$ cat config.mk
export PLATFORM = sky130hd
export DESIGN_NAME = vidtx_csr
export DESIGN_NICKNAME = d
export VERILOG_FILES = /design/src/rtl/vidtx_csr_pkg.sv /design/src/rtl/vidtx_csr_rstsync.sv /design/src/rtl/vidtx_csr_decode.sv /design/src/rtl/vidtx_csr_evt.sv /design/src/rtl/vidtx_csr_srst.sv /design/src/rtl/vidtx_csr.sv
export SDC_FILE = /design/constraint.sdc
export NUM_CORES = 1
export LEC_CHECK = 0
export ABC_CLOCK_PERIOD_IN_PS = 11450
export BUFFER_PORTS_ARGS = -buffer_cell sky130_fd_sc_hd__buf_2
export CAP_MARGIN = 20
export CORE_UTILIZATION = 38
export DETAILED_ROUTE_END_ITERATION = 8
export PLACE_DENSITY = 0.72
export SYNTH_ARGS = -nofsm -noshare
export SYNTH_HDL_FRONTEND = slang
export SYNTH_HIERARCHICAL = 1
export SYNTH_SLANG_ARGS = --single-unit
$ cat constraint.sdc
create_clock -name clk -period 11.45 [get_ports clk]
set_input_delay 2.29 -clock clk [delete_from_list [all_inputs] [get_ports clk]]
set_output_delay 2.29 -clock clk [all_outputs]
set_load 0.02 [all_outputs]
$ cat src/rtl/vidtx_csr_pkg.sv
package vidtx_csr_pkg;

  // Fixed byte offsets of the register map.
  localparam int OFS_CFG   = 'h000;
  localparam int OFS_IEN   = 'h004;
  localparam int OFS_ISTA  = 'h008;
  localparam int OFS_ICLR  = 'h00C;
  localparam int OFS_STA   = 'h010;
  localparam int OFS_WIN0  = 'h100;
  localparam int OFS_DFLT0 = 'h110;

  // Configuration word bit positions.
  localparam int CFG_DEV_EN  = 0;
  localparam int CFG_HDMI    = 1;
  localparam int CFG_HS_NEG  = 4;
  localparam int CFG_VS_NEG  = 6;
  localparam int CFG_OVR_CLR = 12;
  localparam int CFG_UND_CLR = 13;
  localparam int CFG_SRST    = 31;

  localparam logic [31:0] CFG_KEEP = (32'd1 << CFG_DEV_EN) | (32'd1 << CFG_HDMI) |
                                     (32'd1 << CFG_HS_NEG) | (32'd1 << CFG_VS_NEG) |
                                     (32'd1 << CFG_SRST);

  // Interrupt bit positions.
  localparam int INT_W     = 12;
  localparam int INT_ANY   = 0;
  localparam int INT_SRST  = 1;
  localparam int EVT_N     = 6;

  localparam logic [INT_W-1:0] INT_SRC_MASK = 12'h8FA;

  // Position in the interrupt word of event input k.
  function automatic int evt_pos(input int k);
    case (k)
      0:       return 3;
      1:       return 4;
      2:       return 5;
      3:       return 6;
      4:       return 7;
      default: return 11;
    endcase
  endfunction

  typedef enum logic [2:0] {
    SEL_NONE,
    SEL_CFG,
    SEL_IEN,
    SEL_ISTA,
    SEL_ICLR,
    SEL_STA,
    SEL_WIN,
    SEL_DFLT
  } reg_sel_e;

endpackage

$ cat src/rtl/vidtx_csr_rstsync.sv
module vidtx_csr_rstsync #(
  parameter int STAGES = 2
) (
  input  logic clk,
  input  logic rst_n,
  output logic rst_sn
);
  logic [STAGES-1:0] sync_q;
  logic [STAGES-1:0] sync_d;

  always_comb begin
    sync_d = {sync_q[STAGES-2:0], 1'b1};
  end

  always_ff @(posedge clk or negedge rst_n) begin
    if (!rst_n) sync_q <= '0;
    else        sync_q <= sync_d;
  end

  assign rst_sn = sync_q[STAGES-1];
endmodule

$ cat src/rtl/vidtx_csr_decode.sv
module vidtx_csr_decode
  import vidtx_csr_pkg::*;
#(
  parameter int ADDR_W = 12,
  parameter int N_WIN  = 4,
  parameter int N_CH   = 3,
  parameter int IDX_W  = 2
) (
  input  logic [ADDR_W-1:0] addr,
  output reg_sel_e          sel,
  output logic [IDX_W-1:0]  idx
);
  always_comb begin
    sel = SEL_NONE;
    idx = '0;
    if (addr == ADDR_W'(OFS_CFG))  sel = SEL_CFG;
    if (addr == ADDR_W'(OFS_IEN))  sel = SEL_IEN;
    if (addr == ADDR_W'(OFS_ISTA)) sel = SEL_ISTA;
    if (addr == ADDR_W'(OFS_ICLR)) sel = SEL_ICLR;
    if (addr == ADDR_W'(OFS_STA))  sel = SEL_STA;
    for (int k = 0; k < N_WIN; k++) begin
      if (addr == ADDR_W'(OFS_WIN0 + 4 * k)) begin
        sel = SEL_WIN;
        idx = IDX_W'(k);
      end
    end
    for (int k = 0; k < N_CH; k++) begin
      if (addr == ADDR_W'(OFS_DFLT0 + 4 * k)) begin
        sel = SEL_DFLT;
        idx = IDX_W'(k);
      end
    end
  end
endmodule

$ cat src/rtl/vidtx_csr_evt.sv
module vidtx_csr_evt
  import vidtx_csr_pkg::*;
#(
  parameter int               W        = INT_W,
  parameter logic [W-1:0]     SRC_MASK = INT_SRC_MASK
) (
  input  logic         clk,
  input  logic         rst_n,
  input  logic [W-1:0] set_i,
  input  logic [W-1:0] clr_i,
  input  logic [W-1:0] en_i,
  output logic [W-1:0] sta_o,
  output logic         irq_o
);
  logic [W-1:0] pend_q;
  logic [W-1:0] pend_d;

  // Set has priority over clear in the same cycle.
  always_comb begin
    pend_d = (set_i | (pend_q & ~clr_i)) & SRC_MASK;
  end

  always_ff @(posedge clk or negedge rst_n) begin
    if (!rst_n) pend_q <= '0;
    else        pend_q <= pend_d;
  end

  assign irq_o = |(pend_q & en_i & SRC_MASK);
  assign sta_o = {pend_q[W-1:1], irq_o};
endmodule

$ cat src/rtl/vidtx_csr_srst.sv
module vidtx_csr_srst (
  input  logic clk,
  input  logic rst_n,
  input  logic req_i,
  input  logic aux_run_i,
  output logic done_o,
  output logic done_evt_o
);
  logic done_q;
  logic done_d;

  always_comb begin
    done_d     = req_i & aux_run_i;
    done_evt_o = done_d & ~done_q;
  end

  always_ff @(posedge clk or negedge rst_n) begin
    if (!rst_n) done_q <= 1'b0;
    else        done_q <= done_d;
  end

  assign done_o = done_q;
endmodule

$ cat src/rtl/vidtx_csr.sv
module vidtx_csr
  import vidtx_csr_pkg::*;
#(
  parameter int ADDR_W = 12,
  parameter int WIN_W  = 16,
  parameter int CH_W   = 16
) (
  input  logic                  clk,
  input  logic                  rst_n,
  input  logic [ADDR_W-1:0]     reg_addr,
  input  logic                  reg_wen,
  input  logic [31:0]           reg_wdata,
  output logic [31:0]           reg_rdata,
  input  logic [EVT_N-1:0]      evt_pulse,
  input  logic                  aud_clk_run,
  output logic [31:0]           cfg_word,
  output logic                  fifo_ovr_clr,
  output logic                  fifo_und_clr,
  output logic [4*WIN_W-1:0]    win_bounds,
  output logic [3*CH_W-1:0]     dflt_colour,
  output logic                  irq
);
  localparam int N_WIN = 4;
  localparam int N_CH  = 3;
  localparam int IDX_W = 2;

  logic             rst_sn;
  reg_sel_e         sel;
  logic [IDX_W-1:0] idx;

  logic [31:0]      cfg_q, cfg_d;
  logic [INT_W-1:0] ien_q, ien_d;
  logic             ovr_q, ovr_d, und_q, und_d;
  logic [WIN_W-1:0] win_q [N_WIN];
  logic [CH_W-1:0]  ch_q  [N_CH];

  logic [INT_W-1:0] int_set, int_clr, int_sta;
  logic             srst_sta, srst_evt;

  logic wr_cfg, wr_ien, wr_clr;

  vidtx_csr_rstsync #(.STAGES(2)) u_rsync (
    .clk    (clk),
    .rst_n  (rst_n),
    .rst_sn (rst_sn)
  );

  vidtx_csr_decode #(
    .ADDR_W (ADDR_W),
    .N_WIN  (N_WIN),
    .N_CH   (N_CH),
    .IDX_W  (IDX_W)
  ) u_dec (
    .addr (reg_addr),
    .sel  (sel),
    .idx  (idx)
  );

  assign wr_cfg = reg_wen && (sel == SEL_CFG);
  assign wr_ien = reg_wen && (sel == SEL_IEN);
  assign wr_clr = reg_wen && (sel == SEL_ICLR);

  // Next state of the control registers.
  always_comb begin
    cfg_d = cfg_q;
    ien_d = ien_q;
    ovr_d = 1'b0;
    und_d = 1'b0;
    if (wr_cfg) begin
      cfg_d = reg_wdata & CFG_KEEP;
      ovr_d = reg_wdata[CFG_OVR_CLR];
      und_d = reg_wdata[CFG_UND_CLR];
    end
    if (wr_ien) begin
      ien_d = reg_wdata[INT_W-1:0] & INT_SRC_MASK;
    end
  end

  always_ff @(posedge clk or negedge rst_sn) begin
    if (!rst_sn) begin
      cfg_q <= '0;
      ien_q <= '0;
      ovr_q <= 1'b0;
      und_q <= 1'b0;
    end else begin
      cfg_q <= cfg_d;
      ien_q <= ien_d;
      ovr_q <= ovr_d;
      und_q <= und_d;
    end
  end

  // Active-video window bound registers.
  for (genvar k = 0; k < N_WIN; k++) begin : g_win
    logic win_we;
    assign win_we = reg_wen && (sel == SEL_WIN) && (idx == IDX_W'(k));
    always_ff @(posedge clk or negedge rst_sn) begin
      if (!rst_sn)     win_q[k] <= '0;
      else if (win_we) win_q[k] <= reg_wdata[WIN_W-1:0];
    end
    assign win_bounds[k*WIN_W +: WIN_W] = win_q[k];
  end

  // Blank-time colour registers.
  for (genvar k = 0; k < N_CH; k++) begin : g_ch
    logic ch_we;
    assign ch_we = reg_wen && (sel == SEL_DFLT) && (idx == IDX_W'(k));
    always_ff @(posedge clk or negedge rst_sn) begin
      if (!rst_sn)    ch_q[k] <= '0;
      else if (ch_we) ch_q[k] <= reg_wdata[CH_W-1:0];
    end
    assign dflt_colour[k*CH_W +: CH_W] = ch_q[k];
  end

  vidtx_csr_srst u_srst (
    .clk        (clk),
    .rst_n      (rst_sn),
    .req_i      (cfg_q[CFG_SRST]),
    .aux_run_i  (aud_clk_run),
    .done_o     (srst_sta),
    .done_evt_o (srst_evt)
  );

  always_comb begin
    int_set           = '0;
    int_set[INT_SRST] = srst_evt;
    for (int k = 0; k < EVT_N; k++) begin
      int_set[evt_pos(k)] = evt_pulse[k];
    end
    int_clr = wr_clr ? reg_wdata[INT_W-1:0] : '0;
  end

  vidtx_csr_evt #(
    .W        (INT_W),
    .SRC_MASK (INT_SRC_MASK)
  ) u_evt (
    .clk   (clk),
    .rst_n (rst_sn),
    .set_i (int_set),
    .clr_i (int_clr),
    .en_i  (ien_q),
    .sta_o (int_sta),
    .irq_o (irq)
  );

  // Read path.
  always_comb begin
    reg_rdata = '0;
    case (sel)
      SEL_CFG:  reg_rdata = cfg_q;
      SEL_IEN:  reg_rdata = 32'(ien_q);
      SEL_ISTA: reg_rdata = 32'(int_sta);
      SEL_STA:  reg_rdata = 32'(srst_sta) << 1;
      SEL_WIN:  reg_rdata = 32'(win_q[idx]);
      SEL_DFLT: reg_rdata = (idx < IDX_W'(N_CH)) ? 32'(ch_q[idx]) : '0;
      default:  reg_rdata = '0;
    endcase
  end

  assign cfg_word     = cfg_q;
  assign fifo_ovr_clr = ovr_q;
  assign fifo_und_clr = und_q;
endmodule

==> metrics <==
Layout area overhead 20.9%; gr usage total between 20% and 30%; Post-Route WL around 19000 µm; vias in the first global route 4950; die area around 0.019 mm²; Power Internal around 800 µW; Antenna Nets Post-Route 0; Syn Std Cell Area 0.00689 mm²; clk buf depth 2; worst-margin pin slew ~1.1 ns; status completed; layout cells sized above 1 ~52%; first-pass GRT wire length roughly 29000 µm; Setup Fix Bufs, Post-CTS 0; CP Launch Type input port; CTS sink cnt between 100 and 150; syn avg cell area around 13 µm²; H-tree levels 4; fin crit share 68.6%; PwrDens ~120 mW/mm²; CP max FO 36; Nets around 760; worst clock skew approximately 0.0057 ns; # resized after CTS 0; sequential power share a little under half; Req. time, crit path between 9 and 10 ns; minimum clock period 7.86 ns; Gate power share 3.9%; Die Wd ~140 µm; footprint of the multi-input gates just over 0.003 mm²; CTS tree built; HPWL after DPL between 10000 and 15000 µm; net switching power around 230 µW; Ports around 230; design area around 0.0083 mm²; clock-pin slew on the worst setup and hold paths roughly 0.060 ns; area post-placement around 0.0078 mm²; power share of the clock group 48.7%; worst-skew pair later-pin latency 0.42 ns; sw frac a little under a quarter; Remaining DRCs 0; Overflow after GRT 0; # diodes 0; commonest non-fill, non-tap cell in the layout buf_2; final hold violation count 0; Clk Tree Root Cell clkbuf_16; setup violators final 0; final setup TNS 0 ns; row count 48; CTS Buf Count 17; Peak Freq ~130 MHz; CP endpoint kind primary output; initial antenna violation count 0; synth warn 6; register area 0.00341 mm²; commonest non-fill, non-tap cells in the layout buf_2, mux2_2, dfrtp_1; Leakage Power between 0.004 and 0.005 µW; Worst Path Arrival roughly 5.6 ns; worst setup path category input port to primary output; DIE HEIGHT roughly 140 µm; First-pass DRT Iterations 4; via density per instance 5.19; largest net degree at the start of global routing between 70 and 80; core area about 0.017 mm²; worst min-delay path class flip-flop to flip-flop; via count 4874; Slew Limit Fails 0; RSZ-0062 raised after global routing false; wire per inst 20.1 µm; # port buffers 175; initial DRC count 155; maximum VDD drop 0.0000914 V; slew margin rel. between 20% and 30%; Max Cap Viol 0; Cells after Synth 530; Starting Density between 30% and 40%; final-layout fill cell count around 1.6k; RePlAce Congestion 0.760; Post-CTS Hold Buffers 0
## final cells by class
cell class | instances | area share (%)
Clock buffer | 23 | 5.62
Sequential cell | 136 | 40.9
Tap cell | 225 | 3.38
Timing Repair Buffer | 185 | 11.5
Clock inverter | 8 | 0.901
Multi-Input combinational cell | 355 | 37.4
Inverter | 7 | 0.315
## routing by layer
layer	routed length (µm)	track usage (%)	part of all wire (%)
met4	410	7.78	2.2
met1	7800	25.9	41
met5	0	0	0
met2	9190	34.2	49
met3	1480	7.30	7.8
## critical path, cell delays in order
cell and delay [ns]:
buf_2 0.10, or4_4 0.55, nor2_4 0.15, and4_2 0.54, buf_4 0.59, nor2b_2 0.35
and3_1 0.27, or4_1 0.49, buf_2 0.18
## worst paths after layout
path | endpoint | startpoint | cells past startpoint | slack [ns]
setup / recovery | reg_rdata[1] | reg_addr[6] | 9 | 3.59
hold / removal | u_rsync/sync_q[1]$_DFF_PN0_ | u_rsync/sync_q[0]$_DFF_PN0_ | 0 | 0.35
setup reg to reg | win_bounds[3]$_DFFE_PN0P_ | u_rsync/sync_q[1]$_DFF_PN0_ | 1 | 9.60
hold reg to reg | u_rsync/sync_q[1]$_DFF_PN0_ | u_rsync/sync_q[0]$_DFF_PN0_ | 0 | 0.35
max in group asynchronous | win_bounds[3]$_DFFE_PN0P_ | u_rsync/sync_q[1]$_DFF_PN0_ | 1 | 9.60
min in group asynchronous | win_bounds[50]$_DFFE_PN0P_ | u_rsync/sync_q[1]$_DFF_PN0_ | 0 | 0.48
## power groups by stage
stage	registers, µW	logic [µW]	clock network [µW]
after floorplan	500	31.7	0
after global placement	499	40.0	0
after detailed placement	499	40.5	0
after CTS	490	40.5	514
after global routing	491	45.3	533
final	490	40.4	503
## sequential cells by signal, summed over array words and instances, names as in the netlist
register / cells
fifo_und_clr: 1
win_bounds: 64
u_evt/pend_q: 7
fifo_ovr_clr: 1
u_srst/done_o: 1
dflt_colour: 48
cfg_word: 5
ien_q: 7
u_rsync/sync_q: 2
## metrics by stage
| step | util [%] | power (µW) | hold WS (ns) | cells | setup slack (ns) |
|---|---|---|---|---|---|
| after floorplan | - | 532 | 0.331 | 574 | 4.67 |
| after global placement | 44.5 | 539 | 0.336 | 906 | 3.60 |
| after detailed placement | 44.5 | 539 | 0.339 | 906 | 3.59 |
| after CTS | 47.6 | 1040 | 0.353 | 937 | 3.58 |
| after global routing | 47.7 | 1070 | 0.353 | 939 | 3.51 |
| final | 47.7 | 1030 | 0.350 | 939 | 3.59 |
Note: power is estimated with default switching activity, not from simulation.
